--- src/rtl/clk_ce_pkg.sv ---
package clk_ce_pkg;

    // Width of the ratio selector; the largest slowdown is 2^(2^DIV_W - 1)
    localparam int DIV_W = 2;
    localparam int CNT_W = (2 ** DIV_W) - 1;

    typedef enum logic [1:0] {
        MODE_RUN   = 2'd0,
        MODE_HALT  = 2'd1,
        MODE_SLEEP = 2'd2
    } mode_e;

    // Write-port target codes
    localparam logic SEL_RATIO = 1'b0;
    localparam logic SEL_BUSEN = 1'b1;

    typedef struct packed {
        logic [DIV_W-1:0] ratio;
        logic             bus_in_halt;
    } cfg_t;

    // Terminal count of the divider for a given ratio
    function automatic logic [CNT_W-1:0] term_count(input logic [DIV_W-1:0] r);
        logic [CNT_W:0] one_hot;
        one_hot = '0;
        one_hot[r] = 1'b1;
        return CNT_W'(one_hot - 1'b1);
    endfunction

endpackage

--- src/rtl/clk_ce_cfg.sv ---
module clk_ce_cfg
    import clk_ce_pkg::*;
(
    input  logic             clk,
    input  logic             rst,
    input  logic             wr_en,
    input  logic             wr_sel,
    input  logic [DIV_W-1:0] wr_data,
    output cfg_t             cfg,
    output logic             ratio_wr
);

    always_ff @(posedge clk) begin
        if (rst) begin
            cfg.ratio       <= '0;
            cfg.bus_in_halt <= 1'b1;
        end else if (wr_en) begin
            if (wr_sel == SEL_RATIO)
                cfg.ratio <= wr_data;
            else
                cfg.bus_in_halt <= wr_data[0];
        end
    end

    assign ratio_wr = wr_en && (wr_sel == SEL_RATIO);


    busbit_load_chk: assert property (@(posedge clk) disable iff (rst)
        (wr_en && wr_sel == SEL_BUSEN) |=> (cfg.bus_in_halt == $past(wr_data[0])));


    ratio_load_chk: assert property (@(posedge clk) disable iff (rst)
        (wr_en && wr_sel == SEL_RATIO) |=> (cfg.ratio == $past(wr_data)));

endmodule

--- src/rtl/clk_ce_mode.sv ---
module clk_ce_mode
    import clk_ce_pkg::*;
(
    input  logic  clk,
    input  logic  rst,
    input  logic  halt_req,
    input  logic  sleep_req,
    input  logic  wake_irq,
    output mode_e mode,
    output logic  resume
);

    mode_e mode_nx;

    always_comb begin
        mode_nx = mode;
        unique case (mode)
            MODE_RUN: begin
                if (sleep_req)     mode_nx = MODE_SLEEP;
                else if (halt_req) mode_nx = MODE_HALT;
            end
            MODE_HALT, MODE_SLEEP: begin
                if (wake_irq)      mode_nx = MODE_RUN;
            end
            default:               mode_nx = MODE_RUN;
        endcase
    end

    always_ff @(posedge clk) begin
        if (rst) mode <= MODE_RUN;
        else     mode <= mode_nx;
    end

    assign resume = (mode != MODE_RUN) && wake_irq;


    sleep_entry_chk: assert property (@(posedge clk) disable iff (rst)
        (mode == MODE_RUN && sleep_req) |=> (mode == MODE_SLEEP));


    halt_entry_chk: assert property (@(posedge clk) disable iff (rst)
        (mode == MODE_RUN && halt_req && !sleep_req) |=> (mode == MODE_HALT));


    wake_exit_chk: assert property (@(posedge clk) disable iff (rst)
        (mode != MODE_RUN && wake_irq) |=> (mode == MODE_RUN));


    standby_hold_chk: assert property (@(posedge clk) disable iff (rst)
        (mode != MODE_RUN && !wake_irq) |=> $stable(mode));


    run_stay_chk: assert property (@(posedge clk) disable iff (rst)
        (mode == MODE_RUN && !halt_req && !sleep_req) |=> (mode == MODE_RUN));

endmodule

--- src/rtl/clk_ce_div.sv ---
module clk_ce_div
    import clk_ce_pkg::*;
(
    input  logic             clk,
    input  logic             rst,
    input  logic             run,
    input  logic             restart,
    input  logic [DIV_W-1:0] ratio,
    output logic             tick
);

    logic [CNT_W-1:0] cnt;
    logic [CNT_W-1:0] limit;

    assign limit = term_count(ratio);

    always_ff @(posedge clk) begin
        if (rst || restart)
            cnt <= '0;
        else if (run)
            cnt <= (cnt == limit) ? '0 : cnt + 1'b1;
    end

    assign tick = run && (cnt == limit);


    restart_zero_chk: assert property (@(posedge clk) disable iff (rst)
        restart |=> (cnt == '0));


    no_back_to_back_chk: assert property (@(posedge clk) disable iff (rst)
        (tick && limit != '0 && !restart) |=> !tick);


    frozen_in_standby_chk: assert property (@(posedge clk) disable iff (rst)
        (!run && !restart) |=> $stable(cnt));

endmodule

--- src/rtl/clk_ce_ctrl.sv ---
module clk_ce_ctrl
    import clk_ce_pkg::*;
(
    input  logic             clk,
    input  logic             rst,
    input  logic             halt_req,
    input  logic             sleep_req,
    input  logic             wake_irq,
    input  logic             wr_en,
    input  logic             wr_sel,
    input  logic [DIV_W-1:0] wr_data,
    output logic             core_ce,
    output logic             bus_ce,
    output logic [1:0]       mode_o
);

    cfg_t  cfg;
    logic  ratio_wr;
    mode_e mode;
    logic  resume;
    logic  in_run;

    clk_ce_cfg u_cfg (
        .clk      (clk),
        .rst      (rst),
        .wr_en    (wr_en),
        .wr_sel   (wr_sel),
        .wr_data  (wr_data),
        .cfg      (cfg),
        .ratio_wr (ratio_wr)
    );

    clk_ce_mode u_mode (
        .clk       (clk),
        .rst       (rst),
        .halt_req  (halt_req),
        .sleep_req (sleep_req),
        .wake_irq  (wake_irq),
        .mode      (mode),
        .resume    (resume)
    );

    assign in_run = (mode == MODE_RUN);

    clk_ce_div u_div (
        .clk     (clk),
        .rst     (rst),
        .run     (in_run),
        .restart (ratio_wr || resume),
        .ratio   (cfg.ratio),
        .tick    (core_ce)
    );

    always_comb begin
        unique case (mode)
            MODE_RUN:  bus_ce = 1'b1;
            MODE_HALT: bus_ce = cfg.bus_in_halt;
            default:   bus_ce = 1'b0;
        endcase
    end

    assign mode_o = mode;


    sleep_bus_off_chk: assert property (@(posedge clk) disable iff (rst)
        (mode_o == 2'd2) |-> (!bus_ce && !core_ce));


    halt_core_off_chk: assert property (@(posedge clk) disable iff (rst)
        (mode_o == 2'd1) |-> !core_ce);


    wake_bus_on_chk: assert property (@(posedge clk) disable iff (rst)
        (mode_o != 2'd0 && wake_irq) |=> bus_ce);

endmodule

--- config.mk ---
export PLATFORM = sky130hd
export DESIGN_NAME = clk_ce_ctrl
export DESIGN_NICKNAME = d
export VERILOG_FILES = /design/src/rtl/clk_ce_pkg.sv /design/src/rtl/clk_ce_cfg.sv /design/src/rtl/clk_ce_mode.sv /design/src/rtl/clk_ce_div.sv /design/src/rtl/clk_ce_ctrl.sv
export SDC_FILE = /design/constraint.sdc
export NUM_CORES = 1
export LEC_CHECK = 0
export ABC_AREA = 1
export ABC_CLOCK_PERIOD_IN_PS = 3400
export CORE_AREA = 5 5 42 44
export DETAILED_ROUTE_END_ITERATION = 6
export DIE_AREA = 0 0 47 49
export GPL_ROUTABILITY_DRIVEN = 0
export PLACE_DENSITY = 0.68
export SYNTH_ARGS = -nofsm -noshare
export SYNTH_HDL_FRONTEND = slang
export SYNTH_SLANG_ARGS = --single-unit
--- constraint.sdc ---
create_clock -name clk -period 3.4 [get_ports clk]
set_clock_uncertainty 0.2 [all_clocks]
set_input_delay 0.68 -clock clk [delete_from_list [all_inputs] [get_ports clk]]
set_output_delay 0.68 -clock clk [all_outputs]
set_load 0.01 [all_outputs]
==> impl_metrics.ini <==
[sta]
tns_ns = 0
fin_ws_ns = 0.733
setup_viol = 0
rsz0062_at_grt = false
tightestPinTransition_ns = 0.234
hold_viol = 0
layout_min_cycle_time_ns = 2.67
max_slew_margin = 0.844
slew_viol_final = 0
finalCritPeriodShare = 0.784
max_freq_mhz = 375

[yosys]
synthesis.area_um2 = 443
synthMuxAreaShare = 0
synth-xor-area-share = 0.0593
ys_types = 12
synth-compound-area-share = 0.107
yosysWarnings = 0
synthAdderAreaFrac = 0.0847
ys_seq_elements = 8
syn_inst = 66
yosys.area_share.simple = 0.285
synth_area_per_cell_um2 = 6.71
synth_top_family_by_area = simple AND/OR/NAND/NOR gates
yosysSeqAreaShare = 0.362
synth_nets = 78

[worst_setup_path]
cp_data_required_time_ns = 2.52
cp_cell_sequence = inv_1 -> ha_1 -> nand3_1 -> nor2_1 -> nand2_1 -> inv_1 -> clkdlybuf4s50_1
cp_max_fo = 6
cpLargestDelayFamily = buffers and inverters
cp-start-kind = flip-flop
crit_arrival_ns = 1.79
path_buf_inv = 3
cpPeakStageDelay_ns = 0.52
cpMostUsedCell = inv_1
setup.worst_path.end_class = output port
slowest_stage = clkdlybuf4s50_1
path_class = flip-flop to output port

[placed_design]
place_ws_ns = 1.01
placement.io_buffers = 12
post-dp-hpwl_um = 740

[route]
routed_wl_um = 932
drtAntennaViolNets = 0
first_pass_iters = 4
drtIter0Drc = 7
dr_total_vias = 434
vias_per_cell = 4.47
route.detailed.drc = 0
wl_per_cell_um = 9.61

[floorplan]
start_util = 0.316
dieArea_mm2 = 0.00230
die_w_um = 47
rows = 14
pin_count = 13
core_mm2 = 0.00140
die_h_um = 49

[cts]
clk_path_buf_depth = 2
clkTransAtPathRegs_ns = 0.06
htreeDepth = 1
cts_buffers = 3
cts_setup_buffers = 0
root_buffer = clkbuf_4
ctsResizeCount = 0
cts.sinks = 8
worstSkewPairLatency_ns = 0.25
cts_hold_buf = 0
cts_tree = yes

[run_status]
status = complete, no violations

[final_layout]
area_delta_synth_final_pct = 36.7
drive_above_1_share = 0.0617
n_fill_cell = 150
multi_input_area_um2 = 238
ff_latch_area_um2 = 160
layout.nets = 95
n_antenna_cell = 0

[power]
powerDensity_mw_per_mm2 = 479
seqPwrFrac = 0.392
ir_drop_v = 0.000181
p_leak_uw = 0.000276
pwr-share-comb = 0.352
switchingPower_uw = 93.6
internal-power_uw = 197
switching_share = 0.322
pwr-share-clk = 0.255

[grt]
antenna_found_initial = 0
grt_usage = 0.0930
grt-ovfl-total = 0
grt_max_degree = 7
grt_pass1_vias = 382
grt_first_pass_wirelength_um = 1540

[flow_run]
maxCapViolCount = 0

[min_path]
holdCritPathClass = flip-flop to flip-flop
## worst register-to-register path, stage by stage (launching register included)
cell and delay [ns]:
dfxtp_1 0.33, inv_1 0.08, ha_1 0.28, inv_2 0.10
a211oi_2 0.18, nand2_1 0.12, nor2_1 0.10
## through the flow
step / util / hold WS [ns] / cell area (µm²) / total power [µW] / instances
after detailed placement: 0.416 / 0.250 / 583 / 218 / 94
after CTS: 0.432 / 0.263 / 606 / 296 / 97
after global routing: 0.432 / 0.288 / 606 / 316 / 97
after floorplan: - / 0.228 / 443 / 174 / 66
after global placement: 0.416 / 0.246 / 583 / 217 / 94
final: 0.432 / 0.263 / 606 / 290 / 97
## synthesized netlist by cell type
library cell / number / share of area
a211oi_2: 1 / 0.028
a21oi_1: 3 / 0.034
dfxtp_1: 8 / 0.36
ha_1: 3 / 0.085
inv_1: 11 / 0.093
inv_2: 1 / 0.0085
nand2_1: 18 / 0.15
nand3_1: 5 / 0.056
nor2_1: 9 / 0.076
o21ai_0: 4 / 0.045
xnor2_1: 1 / 0.020
xor2_1: 2 / 0.040
## path summary, 6_finish.rpt
check | slack, ns | start | end | cells past startpoint
max | 0.73 | u_mode.mode[0] | core_ce | 7
min reg2reg | 0.26 | u_cfg.cfg[0] | u_cfg.cfg[0] | 2
min | 0.26 | u_cfg.cfg[0] | u_cfg.cfg[0] | 2
max reg2reg | 1.94 | u_mode.mode[0] | u_div.cnt[0] | 6
## metal layers
metal | wire [µm] | share of wire | GRT usage
met1 | 442 | 0.47 | 0.103
met4 | 11 | 0.012 | 0.0276
met5 | 0 | 0 | 0
met3 | 53 | 0.057 | 0.0554
met2 | 425 | 0.46 | 0.145
## area by class of cell
cell class	instances	share of cell area
multi-input cells	46	0.393
flip-flops and latches	8	0.264
repair buffers	12	0.198
inverters	12	0.0744
clock buffers	3	0.0372
well taps	16	0.0331
## power by group through the flow
stage	combinational, µW	sequential (µW)	clock (µW)
global placement	102	115	0
global route	115	115	86.0
CTS	103	114	79.1
floorplan	58.7	115	0
detailed placement	102	116	0
finish	102	114	74.2
## registers in the layout (all words and copies together) (netlist names)
signal,cells
u_cfg.cfg,3
u_div.cnt,3
u_mode.mode,2
## layout by cell type (no fill, tap or decap)
master and instances:
xnor2_1 1, a211oi_2 1, clkbuf_4 3, a21oi_1 3
ha_1 3, inv_2 1, o21ai_0 4, inv_1 11
nor2_1 9, xor2_1 2, clkdlybuf4s50_1 12, dfxtp_1 8
nand2_1 18, nand3_1 5
## cells by family after synthesis
family	Yosys count
simple gates	32
buf+inv	12
compound gates	8
flops	8
xor+xnor	3
fa+ha+maj	3
No activity file was read; power rests on OpenSTA's default activity.
